File: config.mk
export PLATFORM = sky130hd
export DESIGN_NAME = smc_engine
export DESIGN_NICKNAME = d
export VERILOG_FILES = /design/src/rtl/smc_pkg.sv /design/src/rtl/smc_cfg_latch.sv /design/src/rtl/smc_page_track.sv /design/src/rtl/smc_phase_seq.sv /design/src/rtl/smc_pin_drv.sv /design/src/rtl/smc_engine.sv
export SDC_FILE = /design/constraint.sdc
export NUM_CORES = 1
export LEC_CHECK = 0
export ABC_AREA = 1
export BUFFER_PORTS_ARGS = -buffer_cell sky130_fd_sc_hd__buf_2
export CORE_ASPECT_RATIO = 2
export CORE_MARGIN = 4
export CORE_UTILIZATION = 50
export CTS_CLUSTER_DIAMETER = 120
export DETAILED_ROUTE_END_ITERATION = 12
export PLACE_DENSITY = 0.9
export SLEW_MARGIN = 10
export SYNTH_ARGS = -nofsm -noshare
export SYNTH_HDL_FRONTEND = slang
export SYNTH_SLANG_ARGS = --single-unit
File: constraint.sdc
create_clock -name clk -period 2.3 [get_ports clk]
set_clock_uncertainty 0.1 [all_clocks]
set_input_delay 0.46 -clock clk [delete_from_list [all_inputs] [get_ports clk]]
set_output_delay 0.46 -clock clk [all_outputs]
set_load 0.01 [all_outputs]
File: src/rtl/smc_pkg.sv
package smc_pkg;

    localparam int CNT_W = 4;

    typedef struct packed {
        logic [CNT_W-1:0] w_idle;
        logic [CNT_W-1:0] w_we;
        logic [CNT_W-1:0] w_setup;
        logic [CNT_W-1:0] w_acc;
        logic [CNT_W-1:0] r_idle;
        logic [CNT_W-1:0] r_first;
        logic [CNT_W-1:0] r_setup;
        logic [CNT_W-1:0] r_acc;
    } timing_t;

    typedef struct packed {
        logic rd_mask;
        logic we_off;
        logic page;
    } mode_t;

    typedef enum logic [1:0] {
        PH_IDLE   = 2'd0,
        PH_SETUP  = 2'd1,
        PH_ACCESS = 2'd2,
        PH_GAP    = 2'd3
    } phase_e;

    localparam timing_t          TIMING_RST = timing_t'(32'h055F_F00F);
    localparam mode_t            MODE_RST   = mode_t'(3'b000);
    localparam logic [CNT_W-1:0] CNT_BAD    = '1;

    // last phase index for the write setup count; the prohibited code runs 15 clocks
    function automatic logic [CNT_W-1:0] wsetup_last(input logic [CNT_W-1:0] f);
        return (f == CNT_BAD) ? CNT_BAD - 1'b1 : f;
    endfunction

    function automatic logic setup_bad(input timing_t t);
        return t.w_setup == CNT_BAD;
    endfunction

endpackage

File: src/rtl/smc_cfg_latch.sv
module smc_cfg_latch
    import smc_pkg::*;
(
    input  logic        clk,
    input  logic        rst,
    input  logic        load,
    input  logic [31:0] timing_in,
    input  logic [2:0]  mode_in,
    output timing_t     tim_q,
    output mode_t       mode_q
);

    always_ff @(posedge clk) begin
        if (rst) begin
            tim_q  <= TIMING_RST;
            mode_q <= MODE_RST;
        end else if (load) begin
            tim_q  <= timing_t'(timing_in);
            mode_q <= mode_t'(mode_in);
        end
    end

endmodule

File: src/rtl/smc_page_track.sv
module smc_page_track #(
    parameter int TAG_W = 10
) (
    input  logic             clk,
    input  logic             rst,
    input  logic             start,
    input  logic             start_write,
    input  logic             start_page,
    input  logic [TAG_W-1:0] start_tag,
    output logic             hit_q
);

    logic             open_q;
    logic [TAG_W-1:0] tag_q;
    logic             page_rd;

    assign page_rd = start_page && !start_write;

    always_ff @(posedge clk) begin
        if (rst) begin
            open_q <= 1'b0;
            tag_q  <= '0;
            hit_q  <= 1'b0;
        end else if (start) begin
            hit_q  <= page_rd && open_q && (tag_q == start_tag);
            open_q <= page_rd;
            tag_q  <= start_tag;
        end
    end

endmodule

File: src/rtl/smc_phase_seq.sv
module smc_phase_seq
    import smc_pkg::*;
(
    input  logic             clk,
    input  logic             rst,
    input  logic             start,
    input  logic             start_direct,
    input  timing_t          tim,
    input  logic             page_mode,
    input  logic             write_q,
    input  logic             hit_q,
    output phase_e           phase,
    output logic             ready,
    output logic             acc_last,
    output logic             we_win,
    output logic             done
);

    logic [CNT_W-1:0] idx;
    logic [CNT_W-1:0] last;
    logic             phase_end;

    always_comb begin
        case (phase)
            PH_SETUP:  last = write_q ? wsetup_last(tim.w_setup) : tim.r_setup;
            PH_ACCESS: begin
                if (write_q)        last = tim.w_acc;
                else if (page_mode) last = hit_q ? tim.r_acc : tim.r_first;
                else                last = tim.r_acc;
            end
            PH_GAP:    last = write_q ? tim.w_idle : tim.r_idle;
            default:   last = '0;
        endcase
    end

    assign phase_end = (idx == last);
    assign ready     = (phase == PH_IDLE);
    assign acc_last  = (phase == PH_ACCESS) && phase_end;
    assign we_win    = (phase == PH_ACCESS) && write_q && (idx <= tim.w_we);

    always_ff @(posedge clk) begin
        if (rst) begin
            phase <= PH_IDLE;
            idx   <= '0;
            done  <= 1'b0;
        end else begin
            done <= acc_last;
            case (phase)
                PH_IDLE: begin
                    if (start) begin
                        phase <= start_direct ? PH_ACCESS : PH_SETUP;
                        idx   <= '0;
                    end
                end
                PH_SETUP: begin
                    if (phase_end) begin
                        phase <= PH_ACCESS;
                        idx   <= '0;
                    end else begin
                        idx <= idx + 1'b1;
                    end
                end
                PH_ACCESS: begin
                    if (phase_end) begin
                        phase <= PH_GAP;
                        idx   <= '0;
                    end else begin
                        idx <= idx + 1'b1;
                    end
                end
                default: begin
                    if (phase_end) begin
                        phase <= PH_IDLE;
                        idx   <= '0;
                    end else begin
                        idx <= idx + 1'b1;
                    end
                end
            endcase
        end
    end

endmodule

File: src/rtl/smc_pin_drv.sv
module smc_pin_drv
    import smc_pkg::*;
#(
    parameter int BW = 2
) (
    input  phase_e        phase,
    input  logic          write_q,
    input  logic          rd_mask,
    input  logic          we_off,
    input  logic          we_win,
    input  logic [BW-1:0] be_q,
    output logic          cs_n,
    output logic          oe_n,
    output logic          we_n,
    output logic [BW-1:0] bm_n,
    output logic          data_oe
);

    always_comb begin
        cs_n    = 1'b1;
        oe_n    = 1'b1;
        we_n    = 1'b1;
        bm_n    = '1;
        data_oe = 1'b0;
        case (phase)
            PH_SETUP: begin
                cs_n    = 1'b0;
                data_oe = write_q;
            end
            PH_ACCESS: begin
                cs_n = 1'b0;
                if (write_q) begin
                    data_oe = 1'b1;
                    if (we_off) begin
                        if (we_win) bm_n = ~be_q;
                    end else begin
                        we_n = !we_win;
                        bm_n = ~be_q;
                    end
                end else begin
                    oe_n = 1'b0;
                    if (rd_mask) bm_n = ~be_q;
                end
            end
            default: ;
        endcase
    end

endmodule

File: src/rtl/smc_engine.sv
module smc_engine
    import smc_pkg::*;
#(
    parameter int AW     = 12,
    parameter int DW     = 16,
    parameter int BW     = DW / 8,
    parameter int PAGE_W = 2
) (
    input  logic          clk,
    input  logic          rst,
    input  logic [31:0]   cfg_timing,
    input  logic [2:0]    cfg_mode,
    input  logic          req_valid,
    input  logic          req_write,
    input  logic [AW-1:0] req_addr,
    input  logic [DW-1:0] req_wdata,
    input  logic [BW-1:0] req_be,
    output logic          req_ready,
    output logic          done,
    output logic [DW-1:0] rd_data,
    output logic          cfg_err,
    output logic [AW-1:0] mem_addr,
    output logic [DW-1:0] mem_wdata,
    output logic          mem_wdata_oe,
    input  logic [DW-1:0] mem_rdata,
    output logic          mem_cs_n,
    output logic          mem_oe_n,
    output logic          mem_we_n,
    output logic [BW-1:0] mem_bm_n
);

    localparam int TAG_W = AW - PAGE_W;

    timing_t       tim_q;
    mode_t         mode_q;
    timing_t       tim_live;
    mode_t         mode_live;
    phase_e        phase;
    logic          start;
    logic          start_direct;
    logic          hit_q;
    logic          acc_last;
    logic          we_win;
    logic          write_q;
    logic [AW-1:0] addr_q;
    logic [DW-1:0] wdata_q;
    logic [BW-1:0] be_q;
    logic [DW-1:0] rd_q;
    logic          err_q;

    assign tim_live     = timing_t'(cfg_timing);
    assign mode_live    = mode_t'(cfg_mode);
    assign start        = req_ready && req_valid;
    assign start_direct = !req_write && mode_live.page;

    smc_cfg_latch u_cfg (
        .clk       (clk),
        .rst       (rst),
        .load      (start),
        .timing_in (cfg_timing),
        .mode_in   (cfg_mode),
        .tim_q     (tim_q),
        .mode_q    (mode_q)
    );

    smc_page_track #(.TAG_W(TAG_W)) u_page (
        .clk         (clk),
        .rst         (rst),
        .start       (start),
        .start_write (req_write),
        .start_page  (mode_live.page),
        .start_tag   (req_addr[AW-1:PAGE_W]),
        .hit_q       (hit_q)
    );

    smc_phase_seq u_seq (
        .clk          (clk),
        .rst          (rst),
        .start        (start),
        .start_direct (start_direct),
        .tim          (tim_q),
        .page_mode    (mode_q.page),
        .write_q      (write_q),
        .hit_q        (hit_q),
        .phase        (phase),
        .ready        (req_ready),
        .acc_last     (acc_last),
        .we_win       (we_win),
        .done         (done)
    );

    smc_pin_drv #(.BW(BW)) u_pins (
        .phase   (phase),
        .write_q (write_q),
        .rd_mask (mode_q.rd_mask),
        .we_off  (mode_q.we_off),
        .we_win  (we_win),
        .be_q    (be_q),
        .cs_n    (mem_cs_n),
        .oe_n    (mem_oe_n),
        .we_n    (mem_we_n),
        .bm_n    (mem_bm_n),
        .data_oe (mem_wdata_oe)
    );

    always_ff @(posedge clk) begin
        if (rst) begin
            write_q <= 1'b0;
            addr_q  <= '0;
            wdata_q <= '0;
            be_q    <= '0;
            rd_q    <= '0;
            err_q   <= 1'b0;
        end else begin
            if (start) begin
                write_q <= req_write;
                addr_q  <= req_addr;
                wdata_q <= req_wdata;
                be_q    <= req_be;
                if (req_write && setup_bad(tim_live)) err_q <= 1'b1;
            end
            if (acc_last && !write_q) rd_q <= mem_rdata;
        end
    end

    assign rd_data   = rd_q;
    assign cfg_err   = err_q;
    assign mem_addr  = addr_q;
    assign mem_wdata = wdata_q;

endmodule

# Word level (Yosys, flattened, before mapping)
# Index checks and enable logic that the tools add are counted.
[totals]
input_bits = 85
ff_bits = 102
out_inout_bits = 53
elab_cells = 81
[op_classes]
n_eq_ne = 10
addsub = 1
n_reduce_logical = 17
mux = 28
bitwise = 1
order_cmp = 1
[ops]
columns = ["op", "n"]
rows = [
  ["4-bit 2-to-1 mux", 9],
  ["2-bit 2-to-1 mux", 10],
  ["4-bit case mux with 3 select lines", 1],
  ["10-bit == test", 1],
  ["1-bit logical AND", 9],
  ["4-bit == test (second input constant)", 2],
  ["1-bit 2-to-1 mux", 6],
  ["2-bit case mux with 3 select lines", 1],
  ["4-bit by 1-bit adder with 4-bit output (second input constant)", 1],
  ["2-bit == test (second input constant)", 2],
  ["4-bit == test", 1],
  ["4-bit <= comparator", 1],
  ["2-bit != test (second input constant)", 2],
  ["4-bit AND reduction", 1],
  ["1-bit zero test", 3],
  ["2-bit by 1-bit == test with 1-bit output (second input constant)", 1],
  ["2-bit zero test", 1],
  ["2-bit by 1-bit != test with 1-bit output (second input constant)", 1],
  ["2-bit NOT", 1],
  ["1-bit case mux with 2 select lines", 1],
  ["2-bit AND reduction", 1],
  ["2-bit nonzero test", 1],
  ["2-bit OR reduction", 1],
]

# Logic depth before layout (Yosys ltp)
[logic_depth]
word_depth = 7
depth_mapped = 16
mapped_depth_nobuf = 16

# Modules after synthesis
# From an unflattened synthesis, not the netlist that was laid out.
[hier_totals]
hier_cells = 693
hier_area_um2 = 4810.9
[modules_own_cells]
columns = ["mod", "seq_area_each_um2", "cells_per_inst", "n_inst", "area_each_um2"]
rows = [
  ["smc_engine", 960.9, 217, 1, 1796.7],
  ["smc_cfg_latch", 700.7, 190, 1, 1345.0],
  ["smc_phase_seq", 140.1, 168, 1, 973.4],
  ["smc_page_track", 240.2, 102, 1, 624.3],
  ["smc_pin_drv", 0.0, 16, 1, 71.3],
]

# Worst setup path before layout
# OpenSTA, ideal clock, no wires.
[synth_timing]
path_kind = "register to register"
from = "register u_seq.phase[1]"
to = "register rd_q[10] (netlist: rd_data[10])"
setup_time_ns = 0.139
stages_incl_launch_ff = 13
arrival_time_ns = 1.843
setup_slack_ns = 0.218
path_buffers = 2
synth_period_minus_slack_ns = 2.082
cell_sequence = "dfxtp_1 -> inv_1 -> ha_1 -> inv_1 -> buf_1 -> nand3_1 -> nand2_1 -> nand2_1 -> clkinv_2 -> nand3_4 -> buf_2 -> nand2_1 -> a21oi_2"
[synth_between]
elab_chain_cells = 5
elab_cells_between_ends = 7
classes_between = "4 x eq/ne; 1 x mux; 2 x reduce/logical"
[synth_rtl]
columns = ["element", "line_no", "text"]
rows = [
  ["start: declaration", "smc_phase_seq.sv:12", "output phase_e phase,"],
  ["start signal: assignment", "smc_phase_seq.sv:51", "phase <= start_direct ? PH_ACCESS : PH_SETUP;"],
  ["2-bit == test, or another cell as far along", "smc_phase_seq.sv:24", "case (phase)"],
  ["4-bit case mux with 3 select lines", "smc_phase_seq.sv:24", ""],
  ["4-bit == test", "smc_phase_seq.sv:36", "assign phase_end = (idx == last);"],
  ["1-bit logical AND (*)", "smc_phase_seq.sv:38", "assign acc_last = (phase == PH_ACCESS) && phase_end;"],
  ["1-bit logical AND (*)", "smc_engine.sv:122", "if (acc_last && !write_q) rd_q <= mem_rdata;"],
  ["end signal: assignment", "smc_engine.sv:122", ""],
  ["end: declaration", "smc_engine.sv:48", "logic [DW-1:0] rd_q;"],
]
# Mark *: on every way between the ends. The rest lies on a longest branch, timed or not.
# A chain may end at the register's enable or synchronous reset.

# Worst setup path after layout
[layout_timing]
from = "register, netlist name u_cfg.tim_q[25]"
to = "output port mem_bm_n[1]"
[layout_between]
elab_chain_cells = 6
[layout_rtl]
columns = ["element", "line_no", "text"]
rows = [
  ["4-bit <= comparator", "smc_phase_seq.sv:39", "assign we_win = (phase == PH_ACCESS) && write_q && (idx <= tim.w_we);"],
  ["1-bit logical AND", "smc_phase_seq.sv:39", ""],
  ["2-bit 2-to-1 mux", "smc_pin_drv.sv:35", "if (we_win) bm_n = ~be_q;"],
  ["2-bit 2-to-1 mux", "smc_pin_drv.sv:34", "if (we_off) begin"],
  ["2-bit 2-to-1 mux", "smc_pin_drv.sv:32", "if (write_q) begin"],
  ["2-bit 2-to-1 mux", "smc_pin_drv.sv:25", "case (phase)"],
  ["end: declaration", "smc_engine.sv:29", "output logic [BW-1:0] mem_bm_n"],
]
# No other way between the ends.

==> out/results.tsv <==
stage	metric	value	unit
synthesis	yosysSeqAreaShare	0.455	
routing	dr_wl_met2	6.22	mm
power_and_ir_drop	power_frac_clock	0.238	
critical_path	critPathMaxStageDelay	0.32	ns
power_and_ir_drop	internal-power	0.00365	W
synthesis	synth_flop_cell	dfxtp_1	
power_and_ir_drop	leakage	2.50	nW
critical_path	path_class	flop to primary output	
final_layout	antennaDiodeCount	0	
timing	slew_headroom	0.625	
die	initial_core_util	0.513	
final_layout	drive_gt1_frac	0.338	
routing	drc	0	
global_route	grt_pass1_wl	18.6	mm
critical_path	crit_path_frequent_cell	inv_2	
timing	max_freq	408	MHz
synthesis	synth_top_area_share	0.455	
critical_path	startpoint_type	flop	
timing	hold_violations	0	
critical_path	crit_chain	inv_2 -> ha_4 -> inv_2 -> nor2_1 -> o21ai_1 -> a32o_2 -> o31a_1 -> nand3_1 -> buf_2	
clock_tree	clock_latency	0.34	ns
global_route	overflow	0	
global_route	antenna_found_initial	0	
timing	finalSetupViolations	2	
clock_tree	hold_buffers	0	
clock_tree	path_clk_slew	0.06	ns
placed_design	routabilityCongestion	0.977	
timing	finalCriticalPeriod	2.45	ns
timing	drv_slew	0	
hold_path	whs_path_depth	3	
hold_path	hp-start	cfg_timing[14]	
power_and_ir_drop	ir_worst_vdd	0.000651	V
timing	final.period_utilization	1.07	
power_and_ir_drop	p_sw_frac	0.377	
critical_path	reg2reg_slack	0.18	ns
run_status	outcome	complete, but fails checks	
synthesis	synthCells	541	
synthesis	synth-edff-count	0	
critical_path	crit_slowest_cell	dfxtp_2	
routing	drt_iter0_drc	215	
final_layout	finalNonFillerCells	783	
synthesis	ys_ff_latch	92	
critical_path	endpoint_kind	primary output	
global_route	grt_use_total	0.244	
critical_path	timing.rr.end	rd_data[14]	
routing	met1_length	4.07	mm
power_and_ir_drop	combPwrFrac	0.390	
global_route	grt_pass1_vias	4071	
die	boundaryPins	138	
synthesis	avgSynthCellArea	7.48	um^2
clock_tree	clkSinkCount	92	
global_route	grt_max_degree	68	
final_layout	nets	777	
final_layout	syn_to_final_growth	30.5	%
placed_design	place_ws	0.0342	ns
routing	dr.max_layer_used	met4	
synthesis	synthArstFlopShare	0	
die	rows	46	
critical_path	cp.arrival	1.89	ns
critical_path	crit_path_max_fanout	2	
critical_path	r2r_cells	15	
job	cap_viol_max_count	0	
die	coreArea	0.00789	mm^2
placed_design	place_inst	761	
die	die_w	71.6	um
placed_design	hpwl	8.58	mm
routing	vias	4056	
hold_path	hp-class	input port to flop	
synthesis	synth.area.top_cells	dfxtp_1 46%, nand2_1 9.1%, nor2_1 8.5%	
placed_design	portBuffers	137	
clock_tree	clk_path_buf_depth	2	
critical_path	cp.required	1.74	ns
power_and_ir_drop	total_power	0.00585	W
timing	rsz0062_at_grt	true	
routing	viasPerCell	5.18	
power_and_ir_drop	p_seq_frac	0.372	
die	die_area	0.00968	mm^2
routing	drtPass1Iterations	4	
synthesis	synth_cell_type_count	35	
clock_tree	cts_buffers	9	
die	die_h	135	um
routing	met3WireLength	527	um
power_and_ir_drop	p_sw	0.00220	W
hold_path	worst_hold_path.endpoint	u_cfg.tim_q[14]	
timing	tightest_slew	0.563	ns
synthesis	post-synth-top-area-cell	dfxtp_1	
routing	wire_per_inst	14.7	um
run_status	failed_checks	negative setup slack	
clock_tree	h-tree-depth	3	
clock_tree	cts_tree	done	
synthesis	yosysWarnings	0	
clock_tree	clockRootBuffer	clkbuf_16	
critical_path	timing.rr.start	u_seq.phase[1]	
synthesis	syn_nets	636	
synthesis	syn_area	0.00405	mm^2
timing	fin_ws	-0.152	ns
power_and_ir_drop	powerDensity	1110	mW/mm^2
routing	drt_wl_total	11.5	mm
routing	detail-route-antenna-nets	0	
==> area by class of cell <==
cell class              instances  area, um^2
inverters                      45         185
flip-flops and latches         92        1860
repair buffers                158         876
multi-input cells             376        1950
fillers                       669        2610
clock inverters                 5        33.8
well taps                      96         120
clock buffers                  11         253
==> cell usage in the layout (no fill, tap or decap), drive strengths merged <==
cell      synthesis  final
clkinv            1      4
o31a              1      1
o21bai            1      1
o211ai           11     11
a32o              1      1
dfxtp            92     92
xor2              5      5
buf              10    158
nor3              2      2
xnor2             1      1
o22ai             1      1
clkinvlp          0      2
nand3            28     28
o21a              2      2
clkbuf           18     11
ha               10     10
nand2           110    110
nor4              1      1
nand4             6      6
o31ai             1      1
o21ai            53     53
inv              44     44
a21oi            46     46
nor2             94     94
a211oi            1      1
or2               1      1
==> cells by family (layout without fill, tap and decap cells) <==
logic type | Yosys count | in the layout | synth area share
buffers and inverters | 73 | 219 | 0.0767
flip-flops | 92 | 92 | 0.455
AO/OA/AOI/OAI | 118 | 118 | 0.169
XOR/XNOR | 6 | 6 | 0.0130
AND/OR/NAND/NOR | 242 | 242 | 0.255
adder cells (fa/ha/maj) | 10 | 10 | 0.0309
==> flip-flops by register name, summed over array words and instances (netlist names) <==
register	flops
be_q	2
cfg_err	1
mem_addr	12
mem_wdata	16
rd_data	16
u_cfg.mode_q	3
u_cfg.tim_q	32
u_page.hit_q	1
u_page.open_q	1
u_seq.done	1
u_seq.idx	4
u_seq.phase	2
write_q	1
==> timing repair <==
| item | CTS | global route |
|---|---|---|
| buffers inserted | 4 | 2 |
| endpoints found under the setup margin | 3 | 23 |
| pin swaps | 2 | 0 |
| gates resized for setup | 15 | 18 |
==> cell usage after synthesis, types with 2 or more instances <==
cell / n
a21oi_1: 35
nand3_1: 25
buf_6: 2
nand3_2: 2
nand2_2: 12
o211ai_1: 11
ha_1: 10
buf_1: 6
xor2_1: 5
nor2_1: 92
inv_2: 3
nand2_1: 98
o21ai_0: 53
clkbuf_1: 18
nor2_4: 2
nand4_1: 6
inv_1: 40
nor3_1: 2
o21a_1: 2
dfxtp_1: 92
a21oi_2: 11
==> worst max-delay path by stage <==
stage | slack (ns) | endpoint | from
floorplan | 0.22 | rd_data[10] | u_seq.phase[1]
global placement | 0.11 | rd_data[13] | u_seq.phase[0]
detailed placement | 0.03 | rd_data[3] | u_seq.phase[0]
CTS | -0.16 | mem_bm_n[1] | u_cfg.tim_q[25]
global route | -0.21 | mem_bm_n[1] | u_cfg.tim_q[27]
finish | -0.15 | mem_bm_n[1] | u_cfg.tim_q[25]
==> power by group through the flow <==
stage                     combinational (W)  clock, W  sequential [W]
after global routing                0.00255   0.00148         0.00222
after floorplan                     0.00137         0         0.00225
after global placement              0.00210         0         0.00218
after CTS                           0.00223   0.00142         0.00216
after detailed placement            0.00217         0         0.00220
final                               0.00228   0.00139         0.00218
==> critical path, delay by kind of cell, from the launching register on <==
kind                       cells  cell delay, ns
adders and majority gates      1            0.26
buffers and inverters          3            0.19
DFF                            1            0.32
and+or+nand+nor                2            0.18
AOI/OAI and AO/OA              3            0.60
==> stage by stage <==
| stage | setup TNS, ns | hold WS [ns] | utilization | area [um^2] |
|---|---|---|---|---|
| detailed placement | 0 | 0.351 | 0.616 | 4850 |
| floorplan | 0 | 0.329 | - | 4050 |
| CTS | -0.305 | 0.215 | 0.662 | 5220 |
| finish | -0.298 | 0.225 | 0.670 | 5280 |
| global placement | 0 | 0.342 | 0.616 | 4850 |
| global route | -0.411 | 0.219 | 0.670 | 5280 |
==> metal layers <==
metal,global-route usage,up-vias
met1,0.251,1848
li1,-,2038
met3,0.0490,45
met2,0.435,125
met5,0,-
met4,0.158,0
(Power assumes the default switching activity.)
